--- config.mk ---
export PLATFORM = sky130hd
export DESIGN_NAME = ccr_regs
export DESIGN_NICKNAME = d
export VERILOG_FILES = /design/src/rtl/ccr_pkg.sv /design/src/rtl/ccr_decode.sv /design/src/rtl/ccr_status.sv /design/src/rtl/ccr_rdmux.sv /design/src/rtl/ccr_regs.sv
export SDC_FILE = /design/constraint.sdc
export NUM_CORES = 1
export LEC_CHECK = 0
export ABC_AREA = 0
export BUFFER_PORTS_ARGS = -buffer_cell sky130_fd_sc_hd__buf_2
export CAP_MARGIN = 20
export CORE_ASPECT_RATIO = 1.4
export CORE_UTILIZATION = 49
export CTS_BUF_LIST = sky130_fd_sc_hd__clkbuf_16
export DETAILED_ROUTE_END_ITERATION = 7
export GPL_TIMING_DRIVEN = 0
export PLACE_DENSITY_LB_ADDON = 0.12
export SETUP_SLACK_MARGIN = 0.02
export SLEW_MARGIN = 0
export SYNTH_ARGS = -nofsm -noshare
export SYNTH_HDL_FRONTEND = slang
export SYNTH_SLANG_ARGS = --single-unit
--- constraint.sdc ---
create_clock -name clk_i -period 1 [get_ports clk_i]
set_input_delay 0.15 -clock clk_i [delete_from_list [all_inputs] [get_ports clk_i]]
set_output_delay 0.15 -clock clk_i [all_outputs]
set_load 0.005 [all_outputs]
--- src/rtl/ccr_pkg.sv ---
package ccr_pkg;

  localparam int unsigned LANE_W = 8;

  typedef enum logic [1:0] {
    SEL_NONE,
    SEL_CTRL,
    SEL_CFG,
    SEL_STAT
  } ccr_sel_e;

  typedef struct packed {
    ccr_sel_e   sel;
    logic [1:0] lane;
  } ccr_dec_t;

  function automatic logic size_valid(input logic [2:0] sz);
    return (sz == 3'd1) || (sz == 3'd2) || (sz == 3'd4);
  endfunction

  function automatic logic [31:0] cfg_word(input int unsigned n);
    logic [31:0] cores;
    cores = (32'd1 << n) - 32'd1;
    return (cores << 4) | (n - 1);
  endfunction

endpackage

--- src/rtl/ccr_decode.sv ---
module ccr_decode
  import ccr_pkg::*;
#(
  parameter int unsigned ADDR_W   = 8,
  parameter logic [7:0]  OFF_CTRL = 8'h00,
  parameter logic [7:0]  OFF_CFG  = 8'h04,
  parameter logic [7:0]  OFF_STAT = 8'h08
) (
  input  logic [ADDR_W-1:0] addr_i,
  output ccr_dec_t          dec_o
);

  // status occupies one aligned 4-byte group
  localparam int unsigned GRP_HI = ADDR_W - 1;

  always_comb begin
    dec_o.sel  = SEL_NONE;
    dec_o.lane = addr_i[1:0];
    if (addr_i == ADDR_W'(OFF_CTRL)) begin
      dec_o.sel = SEL_CTRL;
    end else if (addr_i == ADDR_W'(OFF_CFG)) begin
      dec_o.sel = SEL_CFG;
    end else if (addr_i[GRP_HI:2] == OFF_STAT[GRP_HI:2]) begin
      dec_o.sel = SEL_STAT;
    end
  end

endmodule

--- src/rtl/ccr_status.sv ---
module ccr_status #(
  parameter int unsigned DATA_W = 32
) (
  input  logic              clk_i,
  input  logic              we_i,
  input  logic [1:0]        lane_i,
  input  logic [2:0]        size_i,
  input  logic [DATA_W-1:0] wdata_i,
  output logic [DATA_W-1:0] status_o
);

  localparam int unsigned NB = DATA_W / 8;

  logic [DATA_W-1:0] wdata_sh;
  assign wdata_sh = wdata_i << (8 * lane_i);

  for (genvar j = 0; j < NB; j++) begin : g_lane
    logic [7:0] byte_q = 8'h00;   // power-up value; not touched by reset
    logic       hit;

    always_comb begin
      hit = we_i
         && (j >= int'(lane_i))
         && ((j - int'(lane_i)) < int'(size_i));
    end

    always_ff @(posedge clk_i) begin
      if (hit) byte_q <= wdata_sh[8*j +: 8];
    end

    assign status_o[8*j +: 8] = byte_q;
  end

endmodule

--- src/rtl/ccr_rdmux.sv ---
module ccr_rdmux
  import ccr_pkg::*;
#(
  parameter int unsigned DATA_W = 32
) (
  input  ccr_dec_t          dec_i,
  input  logic              ctrl_i,
  input  logic [DATA_W-1:0] cfg_i,
  input  logic [DATA_W-1:0] status_i,
  output logic [DATA_W-1:0] data_o
);

  always_comb begin
    unique case (dec_i.sel)
      SEL_CTRL: data_o = DATA_W'(ctrl_i);
      SEL_CFG:  data_o = cfg_i;
      SEL_STAT: data_o = status_i >> (8 * dec_i.lane);
      default:  data_o = '0;
    endcase
  end

endmodule

--- src/rtl/ccr_regs.sv ---
module ccr_regs
  import ccr_pkg::*;
#(
  parameter int unsigned NUM_CPU = 1,
  parameter int unsigned ADDR_W  = 8,
  parameter int unsigned DATA_W  = 32
) (
  input  logic              clk_i,
  input  logic              rst_ni,
  input  logic [ADDR_W-1:0] addr_i,
  input  logic              wr_en_i,
  input  logic              rd_en_i,
  input  logic [2:0]        size_i,
  input  logic [DATA_W-1:0] wdata_i,
  output logic [DATA_W-1:0] rdata_o
);

  if (NUM_CPU < 1 || NUM_CPU > 4) begin : g_bad_cpu
    $error("ccr_regs: NUM_CPU must be 1..4");
  end
  if (DATA_W != 32 || ADDR_W != 8) begin : g_bad_width
    $error("ccr_regs: layout assumes 8-bit offsets and 32-bit data");
  end

  localparam logic [DATA_W-1:0] CFG_VAL = DATA_W'(cfg_word(NUM_CPU));

  ccr_dec_t          dec;
  logic              wr_ok;
  logic              ctrl_q;
  logic [DATA_W-1:0] status_w;
  logic [DATA_W-1:0] rd_mux;
  logic [DATA_W-1:0] rdata_q;

  ccr_decode #(.ADDR_W(ADDR_W)) u_dec (
    .addr_i (addr_i),
    .dec_o  (dec)
  );

  assign wr_ok = wr_en_i && size_valid(size_i);

  always_ff @(posedge clk_i or negedge rst_ni) begin
    if (!rst_ni)                         ctrl_q <= 1'b0;
    else if (wr_ok && dec.sel == SEL_CTRL) ctrl_q <= wdata_i[0];
  end

  ccr_status #(.DATA_W(DATA_W)) u_stat (
    .clk_i    (clk_i),
    .we_i     (wr_ok && dec.sel == SEL_STAT),
    .lane_i   (dec.lane),
    .size_i   (size_i),
    .wdata_i  (wdata_i),
    .status_o (status_w)
  );

  ccr_rdmux #(.DATA_W(DATA_W)) u_rd (
    .dec_i    (dec),
    .ctrl_i   (ctrl_q),
    .cfg_i    (CFG_VAL),
    .status_i (status_w),
    .data_o   (rd_mux)
  );

  always_ff @(posedge clk_i or negedge rst_ni) begin
    if (!rst_ni)      rdata_q <= '0;
    else if (rd_en_i) rdata_q <= rd_mux;
  end

  assign rdata_o = rdata_q;

endmodule

==> flow_metrics.tcl <==
set metrics [dict create \
    outcome "finished with violations" \
    violations "setup timing" \
    row_count 36 \
    fin_setup_tns_ns -21.51 \
    die_w_um 73.38 \
    critPathKind "in2reg" \
    cts.sinks 65 \
    rsz0062_at_grt "yes" \
    cp-end-kind "register" \
    overflow 0 \
    yosys_warnings 0 \
    grt_usage 0.2800 \
    hold_slack_ns 0.1290 \
    worstHoldStart "wdata_i[15]" \
    numCtsBuffers 9 \
    fin_crit_ns 1.488 \
    min_to "u_stat.g_lane[2].byte_q[7]" \
    relSlewSlack 0.4608 \
    syn_nets 395 \
    fin_util 0.7949 \
    reg2reg_to "rdata_o[0]" \
    core_area_mm2 0.006937 \
    arrival_ns 1.54 \
    dieArea_mm2 0.007478 \
    netlist_instances 339 \
    wire_per_inst_um 19.54 \
    drive_above_1_share 0.4969 \
    grt_max_degree 34 \
    insertion_delay_ns 0.34 \
    dp_hpwl_um 6496 \
    crit_start "addr_i[6]" \
    n_fill_cell 434 \
    hold_viol_final 0 \
    start_util 0.5038 \
    areaGrowthSynthToFinish_pct 57.79 \
    synthDistinctLibCells 40 \
    fin_skew_ns 0.005765 \
    r2r_start "u_stat.g_lane[2].byte_q[0]" \
    tightest_slew_ns 0.8087 \
    cts_tree "done" \
    r2r_slack_ns -0.25 \
    nNetsFinal 540 \
    diodes 0 \
    drc_errors 0 \
    drv_cap 0 \
    path_clk_slew_ns 0.05 \
    via_per_inst 5.455 \
    grt_pass1_wl_um 15190 \
    worstRegToRegCells 4 \
    final_antenna_net_count 0 \
    syn_area_mm2 0.003495 \
    grt_pass1_vias 3020 \
    dr.pass1.iters 4 \
    ys_ff_latch 65 \
    ys.flop_type "dfrtp_1" \
    via_count 3186 \
    p_leak_nw 2.379 \
    setup_viol 88 \
    clockRootBuffer "clkbuf_16" \
    io_pins 79 \
    fin_crit_sh 1.488 \
    worst-endpoint-required_ns 1.05 \
    worstSetupStartpointType "input port" \
    wl_um 11410 \
    ys_async_sr_fraction 0.5077 \
    antenna_found_initial 0 \
    fmax_ghz 0.6722 \
    hold_class "in2reg" \
    drt-initial-drc-count 204 \
    synth_edf_count 32 \
    finalMaxSlewViolations 0 \
    gp_congestion 0.8137 \
    htreeDepth 3 \
    worst_slack_ns -0.4877 \
    port_buffers 77 \
    ir_drop_uv 987.8 \
    cts_max_path_buffers 2 \
    cp_max_fo 8 \
    syn_avg_cell_area_um2 10.31 \
    hold_path_depth 3 \
    ys_seq_area_frac 0.5113 \
    power_density_mw_per_mm2 1241 \
    die_h_um 101.9 \
]
==> state kept, by name (all words and copies together) (netlist names) <==
| register | count |
|---|---|
| ctrl_q | 1 |
| rdata_o | 32 |
| u_stat.g_lane.byte_q | 32 |
==> cell usage after synthesis (9+ instances only) <==
master     n  area share
a211oi_1  14       0.030
a21oi_1   20       0.029
and2_1    14       0.025
clkbuf_1  12       0.013
dfrtp_1   33        0.24
edfxtp_1  32        0.27
ha_1       9       0.032
inv_1     33       0.035
mux2i_1   26       0.074
nand2_1   31       0.033
nor2_1    21       0.023
nor2b_1   15       0.027
o22ai_1   25       0.045
==> final cells by class <==
type / instances / area, um^2 / area share
multi-input combinational: 217 / 1982 / 0.3594
buffer: 22 / 205.2 / 0.03721
tap: 95 / 118.9 / 0.02156
inverter: 35 / 138.9 / 0.02519
clock inverter: 7 / 53.80 / 0.009757
clock buffer: 9 / 225.2 / 0.04084
sequential: 65 / 1787 / 0.3240
timing repair buffer: 134 / 1003 / 0.1820
==> worst max path at each step <==
stage / end / slack, ns / cells after the start
after global routing: u_stat.g_lane[2].byte_q[0] / -0.53 / 7
after floorplan: u_stat.g_lane[2].byte_q[0] / -0.80 / 8
after global placement: u_stat.g_lane[2].byte_q[2] / -1.29 / 9
after detailed placement: u_stat.g_lane[2].byte_q[2] / -1.32 / 9
final: u_stat.g_lane[2].byte_q[7] / -0.49 / 7
after CTS: u_stat.g_lane[2].byte_q[0] / -0.43 / 10
==> cell families (layout without fill, tap and decap cells) <==
| group | count (synthesis) | in the layout | synth area share |
|---|---|---|---|
| and+or+nand+nor | 90 | 90 | 0.1307 |
| buffers and inverters | 57 | 207 | 0.06624 |
| muxes | 35 | 35 | 0.1035 |
| xor gates and xnor gates | 1 | 1 | 0.002507 |
| DFF | 65 | 65 | 0.5113 |
| adders and majority gates | 9 | 9 | 0.03222 |
| AOI/OAI and AO/OA | 82 | 82 | 0.1536 |
==> worst max-delay path: stages <==
cell     delay (ns)
buf_6          0.10
nor4_4         0.31
and3b_1        0.23
buf_6          0.11
and2b_2        0.19
nor4b_4        0.26
buf_12         0.17
==> repair_timing <==
action,4_1_cts,5_1_grt
resized for setup,65,59
hold buffers,1,0
pin swaps,13,20
buffers inserted,29,26
cloned,0,1
setup endpoints to repair,116,146
endpoints found under the hold margin,33,0
==> per-stage QoR <==
step / power (mW) / setup WS, ns / cell area [um^2] / std cells
2_1_floorplan: 3.338 / -0.7972 / 3671 / 339
3_3_place_gp: 3.594 / -1.293 / 4175 / 511
3_5_place_dp: 3.618 / -1.316 / 4175 / 511
4_1_cts: 6.673 / -0.4256 / 4990 / 557
5_1_grt: 7.039 / -0.5252 / 5514 / 584
6_report: 6.844 / -0.4877 / 5514 / 584
==> layout by cell type, fill, tap and decap left out, types with 15 or more instances in the layout <==
cell type / netlist / routed
inv_1: 33 / 34
dfrtp_1: 33 / 33
buf_4: 1 / 31
edfxtp_1: 32 / 32
buf_6: 1 / 25
o22ai_2: 0 / 22
nor2_1: 21 / 18
a21oi_1: 20 / 15
nand2_1: 31 / 25
mux2i_1: 26 / 15
buf_2: 5 / 73
==> metal layers <==
| layer | track usage | part of all wire | vias up |
|---|---|---|---|
| met5 | 0 | 0 | - |
| met4 | 0.1450 | 0.032 | 0 |
| met3 | 0.04536 | 0.050 | 34 |
| met2 | 0.4915 | 0.53 | 127 |
| met1 | 0.3267 | 0.39 | 1534 |
| li1 | - | - | 1491 |
==> power breakdown <==
part	internal (mW)	leakage, nW	switching (mW)	total [mW]
clock network	1.88	0.144	1.11	2.98
registers	2.84	0.720	0.00803	2.84
logic	0.464	1.52	0.553	1.02
total	5.18	2.38	1.67	6.84
Note: power is estimated with default switching activity, not from simulation.
